===== src/rtl/cfg_regport_pkg.sv =====
package cfg_regport_pkg;
  localparam logic [31:0] IX_ID      = 32'd0;
  localparam logic [31:0] IX_EN      = 32'd1;
  localparam logic [31:0] IX_WIDTH   = 32'd2;
  localparam logic [31:0] IX_HEIGHT  = 32'd3;
  localparam logic [31:0] IX_MAXW    = 32'd4;
  localparam logic [31:0] IX_MAXH    = 32'd5;
  localparam logic [31:0] IX_DEPTH   = 32'd6;
  localparam logic [31:0] IX_BPP     = 32'd7;
  localparam logic [31:0] IX_PSEUDO  = 32'd8;
  localparam logic [31:0] IX_RMASK   = 32'd9;
  localparam logic [31:0] IX_GMASK   = 32'd10;
  localparam logic [31:0] IX_BMASK   = 32'd11;
  localparam logic [31:0] IX_BPL     = 32'd12;
  localparam logic [31:0] IX_FBSTART = 32'd13;
  localparam logic [31:0] IX_FBOFS   = 32'd14;
  localparam logic [31:0] IX_VRAM    = 32'd15;
  localparam logic [31:0] IX_FBSIZE  = 32'd16;
  localparam logic [31:0] IX_CAPS    = 32'd17;
  localparam logic [31:0] IX_RINGST  = 32'd18;
  localparam logic [31:0] IX_RINGSZ  = 32'd19;
  localparam logic [31:0] IX_CFGDONE = 32'd20;
  localparam logic [31:0] IX_SYNC    = 32'd21;
  localparam logic [31:0] IX_BUSY    = 32'd22;
  localparam logic [31:0] IX_GUEST   = 32'd23;
  localparam logic [31:0] IX_CURID   = 32'd24;
  localparam logic [31:0] IX_CURX    = 32'd25;
  localparam logic [31:0] IX_CURY    = 32'd26;
  localparam logic [31:0] IX_CURON   = 32'd27;
  localparam logic [31:0] IX_HOSTBPP = 32'd28;
  localparam logic [31:0] IX_SCRSZ   = 32'd29;
  localparam logic [31:0] IX_LAST    = 32'd32;
  localparam logic [31:0] PAL_LO     = 32'd1024;
  localparam logic [31:0] PAL_HI     = 32'd1791;
  localparam logic [31:0] SCR_BASE   = 32'd1792;

  localparam logic [31:0] ID_V0 = 32'h9000_0000;
  localparam logic [31:0] ID_V1 = 32'h9000_0001;
  localparam logic [31:0] ID_V2 = 32'h9000_0002;
  localparam logic [31:0] STUB_WORD = 32'h0000_CAFE;

  // {red, green, blue}
  function automatic logic [95:0] depth_masks(input int unsigned depth);
    case (depth)
      8:       return {32'h07, 32'h38, 32'hC0};
      15:      return {32'h1F, 32'h3E0, 32'h7C00};
      16:      return {32'h1F, 32'h7E0, 32'hF800};
      default: return {32'hFF_0000, 32'hFF00, 32'hFF};
    endcase
  endfunction
endpackage


===== src/rtl/cfg_mode_calc.sv =====
module cfg_mode_calc #(
  parameter int unsigned DEPTH = 24
) (
  input  logic [31:0] pend_w_i,
  input  logic [31:0] pend_h_i,
  output logic [31:0] bpp_o,
  output logic [31:0] bpl_o,
  output logic [31:0] fb_bytes_o
);
  localparam int unsigned BYTES_PP = (DEPTH + 7) >> 3;
  localparam int unsigned BPP      = BYTES_PP * 8;

  assign bpp_o      = 32'(BPP);
  assign bpl_o      = pend_w_i * 32'(BYTES_PP);
  assign fb_bytes_o = bpl_o * pend_h_i;
endmodule


===== src/rtl/cfg_scratch_bank.sv =====
module cfg_scratch_bank #(
  parameter int unsigned WORDS = 64,
  localparam int unsigned AW = (WORDS > 1) ? $clog2(WORDS) : 1
) (
  input  logic          clk_i,
  input  logic          we_i,
  input  logic [AW-1:0] addr_i,
  input  logic [31:0]   wdata_i,
  output logic [31:0]   rdata_o
);
  logic [31:0] mem_q [WORDS];

  always_ff @(posedge clk_i) begin
    if (we_i) mem_q[addr_i] <= wdata_i;
  end

  assign rdata_o = mem_q[addr_i];
endmodule


===== src/rtl/cfg_regport.sv =====
module cfg_regport
  import cfg_regport_pkg::*;
#(
  parameter int unsigned DEPTH         = 24,
  parameter int unsigned SCRATCH_WORDS = 64,
  parameter bit          CURSOR_EN     = 1'b1,
  parameter logic [31:0] MAX_W         = 32'd2360,
  parameter logic [31:0] MAX_H         = 32'd1770,
  parameter logic [31:0] FB_BASE       = 32'hE000_0000,
  parameter logic [31:0] VRAM_BYTES    = 32'h0100_0000,
  parameter logic [31:0] RING_BYTES    = 32'h0001_0000
) (
  input  logic        clk_i,
  input  logic        rst_ni,
  input  logic        bus_wr_i,
  input  logic        bus_rd_i,
  input  logic [1:0]  bus_port_i,
  input  logic [31:0] bus_wdata_i,
  output logic [31:0] bus_rdata_o,
  input  logic        drain_done_i,
  input  logic        mode_ack_i,
  output logic        configured_o,
  output logic        busy_o,
  output logic        sync_req_o,
  output logic        enable_o,
  output logic [31:0] width_o,
  output logic [31:0] height_o,
  output logic [31:0] fb_size_o,
  output logic        mode_dirty_o,
  output logic        cursor_on_o,
  output logic [31:0] cursor_x_o,
  output logic [31:0] cursor_y_o,
  output logic        err_o
);
  localparam int unsigned AW = (SCRATCH_WORDS > 1) ? $clog2(SCRATCH_WORDS) : 1;
  localparam logic [95:0] MASKS = depth_masks(DEPTH);
  localparam logic [31:0] CAPS  = CURSOR_EN ? 32'h0000_00E3 : 32'h0000_0003;

  logic [31:0] idx_q, id_q, en_q, pw_q, ph_q, fb_q, guest_q, cid_q, cx_q, cy_q;
  logic        cfg_q, busy_q, sync_q, dirty_q, con_q, err_q;
  logic [31:0] bpp, bpl, fb_calc, scr_off, scr_rdata, val_rdata;
  logic        val_wr, val_acc, scr_hit, pal_hit, known;

  assign val_wr  = bus_wr_i && (bus_port_i == 2'd1);
  assign val_acc = (bus_wr_i || bus_rd_i) && (bus_port_i == 2'd1);
  assign scr_off = idx_q - SCR_BASE;
  assign scr_hit = (idx_q >= SCR_BASE) && (scr_off < 32'(SCRATCH_WORDS));
  assign pal_hit = (idx_q >= PAL_LO) && (idx_q <= PAL_HI);
  assign known   = (idx_q <= IX_LAST) || pal_hit || scr_hit;

  cfg_mode_calc #(.DEPTH(DEPTH)) i_calc (
    .pend_w_i  (pw_q),
    .pend_h_i  (ph_q),
    .bpp_o     (bpp),
    .bpl_o     (bpl),
    .fb_bytes_o(fb_calc)
  );

  cfg_scratch_bank #(.WORDS(SCRATCH_WORDS)) i_scratch (
    .clk_i  (clk_i),
    .we_i   (val_wr && scr_hit),
    .addr_i (scr_off[AW-1:0]),
    .wdata_i(bus_wdata_i),
    .rdata_o(scr_rdata)
  );

  always_ff @(posedge clk_i or negedge rst_ni) begin
    if (!rst_ni) begin
      idx_q <= '0; id_q <= ID_V2; en_q <= '0; pw_q <= '0; ph_q <= '0;
      fb_q <= '0; guest_q <= '0; cid_q <= '0; cx_q <= '0; cy_q <= '0;
      cfg_q <= 1'b0; busy_q <= 1'b0; sync_q <= 1'b0; dirty_q <= 1'b0;
      con_q <= 1'b0; err_q <= 1'b0;
    end else begin
      sync_q <= 1'b0;
      if (drain_done_i) busy_q  <= 1'b0;
      if (mode_ack_i)   dirty_q <= 1'b0;
      if (bus_wr_i && bus_port_i == 2'd0) idx_q <= bus_wdata_i;
      if (val_acc && !known) err_q <= 1'b1;
      if (val_wr) begin
        case (idx_q)
          IX_ID:
            if (bus_wdata_i == ID_V0 || bus_wdata_i == ID_V1 || bus_wdata_i == ID_V2)
              id_q <= bus_wdata_i;
          IX_EN: begin
            en_q    <= bus_wdata_i;
            dirty_q <= 1'b1;
            if (bus_wdata_i == '0) cfg_q <= 1'b0;
            else                   fb_q  <= fb_calc;
          end
          IX_WIDTH:  begin pw_q <= bus_wdata_i; dirty_q <= 1'b1; end
          IX_HEIGHT: begin ph_q <= bus_wdata_i; dirty_q <= 1'b1; end
          IX_DEPTH, IX_BPP:
            if (bus_wdata_i != 32'(DEPTH)) cfg_q <= 1'b0;
          IX_CFGDONE: cfg_q <= |bus_wdata_i;
          IX_SYNC: begin busy_q <= 1'b1; sync_q <= 1'b1; end
          IX_GUEST: guest_q <= bus_wdata_i;
          IX_CURID: cid_q   <= bus_wdata_i;
          IX_CURX:  cx_q    <= bus_wdata_i;
          IX_CURY:  cy_q    <= bus_wdata_i;
          IX_CURON: con_q   <= (con_q | (bus_wdata_i == 32'd1)) & (bus_wdata_i != 32'd0);
          default: ;
        endcase
      end
    end
  end

  always_comb begin
    case (idx_q)
      IX_ID:               val_rdata = id_q;
      IX_EN:               val_rdata = en_q;
      IX_WIDTH:            val_rdata = pw_q;
      IX_HEIGHT:           val_rdata = ph_q;
      IX_MAXW:             val_rdata = MAX_W;
      IX_MAXH:             val_rdata = MAX_H;
      IX_DEPTH:            val_rdata = 32'(DEPTH);
      IX_BPP, IX_HOSTBPP:  val_rdata = bpp;
      IX_RMASK:            val_rdata = MASKS[95:64];
      IX_GMASK:            val_rdata = MASKS[63:32];
      IX_BMASK:            val_rdata = MASKS[31:0];
      IX_BPL:              val_rdata = bpl;
      IX_FBSTART:          val_rdata = FB_BASE;
      IX_VRAM:             val_rdata = VRAM_BYTES - RING_BYTES;
      IX_FBSIZE:           val_rdata = fb_q;
      IX_CAPS:             val_rdata = CAPS;
      IX_RINGST:           val_rdata = FB_BASE + VRAM_BYTES - RING_BYTES;
      IX_RINGSZ:           val_rdata = RING_BYTES;
      IX_CFGDONE:          val_rdata = {31'd0, cfg_q};
      IX_SYNC, IX_BUSY:    val_rdata = {31'd0, busy_q};
      IX_GUEST:            val_rdata = guest_q;
      IX_CURID:            val_rdata = cid_q;
      IX_CURX:             val_rdata = cx_q;
      IX_CURY:             val_rdata = cy_q;
      IX_CURON:            val_rdata = {31'd0, con_q};
      IX_SCRSZ:            val_rdata = 32'(SCRATCH_WORDS);
      default:             val_rdata = scr_hit ? scr_rdata : 32'd0;
    endcase
  end

  always_comb begin
    case (bus_port_i)
      2'd0:    bus_rdata_o = idx_q;
      2'd1:    bus_rdata_o = val_rdata;
      2'd2:    bus_rdata_o = STUB_WORD;
      default: bus_rdata_o = 32'd0;
    endcase
  end

  assign configured_o = cfg_q;
  assign busy_o       = busy_q;
  assign sync_req_o   = sync_q;
  assign enable_o     = |en_q;
  assign width_o      = pw_q;
  assign height_o     = ph_q;
  assign fb_size_o    = fb_q;
  assign mode_dirty_o = dirty_q;
  assign cursor_on_o  = con_q;
  assign cursor_x_o   = cx_q;
  assign cursor_y_o   = cy_q;
  assign err_o        = err_q;
endmodule


===== config.mk =====
export PLATFORM = sky130hd
export DESIGN_NAME = cfg_regport
export DESIGN_NICKNAME = d
export VERILOG_FILES = /design/src/rtl/cfg_regport_pkg.sv /design/src/rtl/cfg_mode_calc.sv /design/src/rtl/cfg_scratch_bank.sv /design/src/rtl/cfg_regport.sv
export SDC_FILE = /design/constraint.sdc
export NUM_CORES = 2
export LEC_CHECK = 0
export BUFFER_PORTS_ARGS = -buffer_cell sky130_fd_sc_hd__buf_4
export CORE_UTILIZATION = 30
export CTS_CLUSTER_DIAMETER = 60
export CTS_CLUSTER_SIZE = 10
export DETAILED_ROUTE_END_ITERATION = 12
export PLACE_DENSITY = 0.52
export SLEW_MARGIN = 15
export SYNTH_ARGS = -nofsm -noshare
export SYNTH_HDL_FRONTEND = slang
export SYNTH_SLANG_ARGS = --single-unit

===== constraint.sdc =====
create_clock -name clk_i -period 30.1 [get_ports clk_i]
set_clock_uncertainty 0.05 [all_clocks]
set_input_delay 1.505 -clock clk_i [delete_from_list [all_inputs] [get_ports clk_i]]
set_output_delay 1.505 -clock clk_i [all_outputs]
set_load 0.01 [all_outputs]

Word level (Yosys, flattened, before mapping)
Memory sizes are Yosys's and may differ from the RTL's. Cells that the tools add are included. Widths: inputs -> output; s select.

Memories kept: 1. Memory bits (writable): 2048. Bits in registers: 326. Input port bits: 40.

Mux-type cells: 16. Bitwise operators: 3. Reductions and logical operators: 36. Add/sub/neg operators: 1. $lt $le $gt $ge: 5. $mul: 2. Equal/unequal tests: 36.

Memory list: i_scratch.mem_q (depth 64, width 32, read ports 1, clocked after Yosys merged registers in 0, wr ports 1, RTL line cfg_scratch_bank.sv:11) `logic [31:0] mem_q [WORDS];`.

Operators by type and width (number): $pmux 32 s24 (1); $eq 32x5->1 const B (14); $eq 32x4->1 const B (6); $eq 32x3->1 const B (4); $eq 32x32->1 const B (3); $pmux 32 s3 (1); $eq 32x1->1 const B (2); $eq 32x2->1 const B (2); $ge 32x11->1 const B (2); $logic_not 32->1 (2); $reduce_or 32->1 (2); $le 32x11->1 const B (1); $le 32x6->1 const B (1); $lt 32x7->1 const B (1); $mul 32x2->32 const B (1); $mul 32x32->32 (1); $mux 32 (1); $ne 32x5->1 const B (1); $reduce_bool 32->1 (1); $sub 32x11->32 const B (1); $reduce_and 2->1 (8); $mux 1 (12); $logic_and 1x1->1 (7); $reduce_and 3->1 (2); other kinds (14) (22).

Longest topological paths before layout
Word-level depth: 6. Gate-level depth with buffers: 40.

By module
From an unflattened synthesis, not the netlist that was laid out.

Cells, all modules: 7565. Area total of the unflattened synthesis: 111859.8 µm².

By module, submodules not included: cfg_scratch_bank (area an instance 78287.6 µm², times used 1, cells each 4207); cfg_mode_calc (area an instance 17291.6 µm², times used 1, cells each 1985); cfg_regport (area an instance 16280.6 µm², times used 1, cells each 1373).

Least setup slack after synthesis
OpenSTA, ideal clock, no wires.

Path type: reg2reg. Start: register pw_q[0] (netlist: width_o[0]). End: register fb_q[31] (netlist: fb_size_o[31]). Data arrival time: 9.634 ns. Setup slack: 20.291 ns. Library setup time: 0.125 ns. Required time: 29.925 ns. Clock period less this slack: 9.809 ns. Stages on the path, launching flop included: 38. Path through: dfrtp_1 ha_1 inv_1 fa_1 nand2b_1 a21oi_2 o41ai_4 a2bb2oi_4 nor3b_1 a311o_1 clkbuf_1 clkbuf_1 nand2_1 fa_1 fa_1 fa_1 fa_1 inv_1 [... 2 more ...] fa_1 inv_1 fa_1 fa_1 ha_1 a21oi_1 nor2b_1 o21ai_0 nand2b_1 or3_1 a2111oi_0 nor3b_1 o21ai_0 o21ai_0 xnor2_1 xnor3_1 xnor3_1 mux2_2.

Cells in the longest elaborated chain, start to end: 2.

Ends and longest elaborated chain: from (decl) (RTL line cfg_regport.sv:39) `logic [31:0] idx_q, id_q, en_q, pw_q, ph_q, fb_q, guest_q, cid_q, cx_q, cy_q;`; from (signal assigned) (RTL line cfg_regport.sv:69) `idx_q <= '0; id_q <= ID_V2; en_q <= '0; pw_q <= '0; ph_q <= '0;`; from (signal assigned) (RTL line cfg_regport.sv:90) `IX_WIDTH: begin pw_q <= bus_wdata_i; dirty_q <= 1'b1; end`; $mul 32x2->32 (RTL line cfg_mode_calc.sv:14) `assign bpl_o = pend_w_i * 32'(BYTES_PP);`; $mul 32x32->32 (RTL line cfg_mode_calc.sv:15) `assign fb_bytes_o = bpl_o * pend_h_i;`; to (signal assigned) (RTL line cfg_regport.sv:88) `else fb_q <= fb_calc;`; to (decl) (RTL line cfg_regport.sv:39).

Every way passes these cells. A chain may end at the register's enable or synchronous reset.

Worst setup path in the final report
Same ends and word-level chain as after synthesis.

==> reports/qor.txt <==
Syn_area_per_cell: 17.7 um2
Antenna violations before repair: 29
Clock transition at path regs: 0.06 ns
Number of post-CTS setup repair buffers: 0
Post-Synthesis Cell Area: 110000 um2
CP max-delay cell: xnor2_1
P&R area growth vs syn: 15.0%
CTS buffer count: 285
Yosys warns: 0
Clk root buf: clkbuf_16
Hold Buf Count CTS: 0
Area share of fa/ha/maj cells after synthesis: 0.0921
Initial Utilization: 0.302
Synth async-reset ratio: 0.137
Max_slew headroom: 0.109
Cell count after synthesis: 6194
RePlAce Congestion: 0.895
Antenna-violating nets left: 0
Worst Hold Endpoint: id_q[13]$_DFFE_PN0P_
Sequential share of the synthesized area: 0.634
Die area: 369000 um2
Post-DP HPWL: 232 mm
H-tree depth: 5
Power Dens Cells: 59.3 nW/um2
R2R Path Start: width_o[0]$_DFFE_PN0P_
DR iter-0 viols: 6958
Max-Cap Viols: 0
Setup-failing EPs final: 0
Synth Register Bits: 2374
Die Span X: 607 um
Hold path depth: 1
Grt total ovfl: 0
Compound-Gate Fraction of Synth Area: 0.0269
Worst setup path class: flip-flop to flip-flop
# DRC: 0
Simple-Gate Fraction of Synth Area: 0.0434
Peak VDD IR: 46.2 uV
I/O pin cnt: 239
Main combinational cell family by area after synthesis: multiplexers
Max Root-Sink Buffers: 4
Setup WS pre-CTS: 19.02 ns
Worst Max-Slew Pin Slew: 1.33 ns
RSZ-0062 raised after global routing: no
Multiplexer share of the synthesized area: 0.167
Number of synthesized flops with an enable pin: 2048
Die height: 607 um
Port Buf Inserts: 238
Syn nets: 6796
Core area: 363000 um2
Vias in the first global route: 62800
Worst Setup SP: width_o[0]$_DFFE_PN0P_
Leakage Power: 44.3 nW
Worst hold path class: flip-flop to flip-flop
FMAX: 0.0896 GHz
Crit-path max FO: 8
Area leader, netlist: edfxtp_1
First-pass detailed-route iteration total: 8
Largest cells by area after synthesis: edfxtp_1 56%, mux4_2 14%, fa_1 7.5%
Total number of vias: 60200
R2r worst-path depth: 38
Tot GR Track Use: 0.195
Nets@finish: 7163
Post-Synth XOR/XNOR Area: 0.00947
Fin Hold WS: 0.436 ns
Final WS setup: 18.94 ns
Worst Path Required: 30.75 ns
Startpoint class of the critical path: flip-flop
Share of cells above drive strength 1: 0.272
Critical path arrival: 11.81 ns
Critical Path Max Stage Delay: 0.85 ns
Worst hold start: id_q[13]$_DFFE_PN0P_
DR WL/cell: 31.5 um
R2r setup slk: 18.94 ns
Clk_lat worst skew: 0.83 ns
Critical path capture point type: flip-flop
Num Clock Sinks: 2374
CTS tree: built
Final min period: 11.16 ns
Final hold violations: 0
Share of the synthesized area in the top cell type: 0.560
Synth cell types: 79
First-pass GRT wire length: 505 mm
Top FF cell, synth: edfxtp_1
Largest net degree at the start of global routing: 139
CP dominant cell by count: fa_1
Commonest non-fill, non-tap cells in the layout: 2048 x edfxtp_1, 672 x mux4_2, 419 x buf_4
Setup TNS: 0 ns
Post-Route WL: 360 mm
Fin. max-slew vios: 0
Status: completed
Rows: 221
Post-CTS sizing: 0
Crit share post-route: 0.371
Reg2reg end: fb_size_o[31]$_DFFE_PN0P_
Vias/cell: 5.26
Most common cell after layout, fill and taps aside: edfxtp_1
[worst max-delay path, delay by kind of cell (launching register included)]
family / cells / cell delay (ns)
mux: 1 / 0.26
xor+xnor: 13 / 3.42
buf+inv: 6 / 0.34
fa+ha+maj: 10 / 4.54
simple gates: 2 / 0.37
flops: 1 / 0.59
compound gates: 6 / 1.43
[through the flow]
stage / util / instances / instance area, um2 / power (mW)
CTS: 0.348 / 11400 / 126000 / 7.56
global route: 0.348 / 11400 / 126000 / 7.71
floorplan: - / 6194 / 110000 / 4.18
detailed placement: 0.326 / 11100 / 119000 / 4.55
global placement: 0.326 / 11100 / 119000 / 4.54
finish: 0.348 / 11500 / 126000 / 7.49
[synthesized netlist by cell type, types with 13 or more instances]
cell and count:
nand2b_1 19, fa_1 409, dfrtp_1 323, ha_1 153, a211oi_1 22, inv_1 418, a221oi_1 40, nor4_1 22
and2_1 277, mux2_2 263, mux2i_1 28, nor2_1 124, clkbuf_1 258, nand3_1 43, o31ai_1 14, a21o_1 27
o21ai_0 94, nor2b_1 23, buf_1 82, xnor2_1 77, a21oi_1 93, nand2_1 406, nor3_1 27, mux4_2 672
xor2_1 20, a22oi_1 49, edfxtp_1 2048, nand4_1 13
[power breakdown]
group	switching [mW]	total (mW)	internal, mW
clock network	1.28	3.01	1.74
registers	0.0354	3.63	3.59
logic	0.487	0.849	0.362
[worst max path at each step]
stage,to,depth (start not counted)
global route,fb_size_o[31]$_DFFE_PN0P_,38
detailed placement,fb_size_o[31]$_DFFE_PN0P_,38
floorplan,fb_size_o[31]$_DFFE_PN0P_,37
global placement,fb_size_o[31]$_DFFE_PN0P_,36
finish,fb_size_o[31]$_DFFE_PN0P_,38
CTS,fb_size_o[31]$_DFFE_PN0P_,38
[layer usage]
metal / vias to the layer above / share of wire / track usage / routed length (um)
met1: 33100 / 0.40 / 0.256 / 145000
met4: 6 / 0.042 / 0.0710 / 15000
met2: 2322 / 0.49 / 0.326 / 176000
met3: 497 / 0.067 / 0.0316 / 24100
li1: 24300 / - / - / -
met5: - / 0.00010 / 0 / 37
[logic make-up (layout without fill, tap and decap cells)]
group | count (synthesis) | count (layout)
muxes | 964 | 964
AOI/OAI and AO/OA | 432 | 432
and+or+nand+nor | 985 | 985
DFF | 2374 | 2374
other | 0 | 12
adders and majority gates | 563 | 563
buffers and inverters | 770 | 1223
xor gates and xnor gates | 106 | 106
[cell type report]
| cell class | count | area, um2 |
|---|---|---|
| Timing Repair Buffer | 430 | 3360 |
| Tap cell | 4794 | 6000 |
| Multi-Input combinational cell | 3050 | 37900 |
| Sequential cell | 2374 | 69700 |
| Antenna cell | 12 | 30.0 |
| Clock buffer | 347 | 7490 |
| Fill cell | 34500 | 237000 |
| Clock inverter | 26 | 231 |
| Inverter | 420 | 1580 |
[registers in the layout, summed over array words and instances, names as in the netlist, 32 cells and up]
signal           flops
i_scratch.mem_q   2048
cid_q               32
cursor_x_o          32
cursor_y_o          32
en_q                32
fb_size_o           32
guest_q             32
height_o            32
id_q                32
idx_q               32
width_o             32
Power figures use the tool's default switching activity.
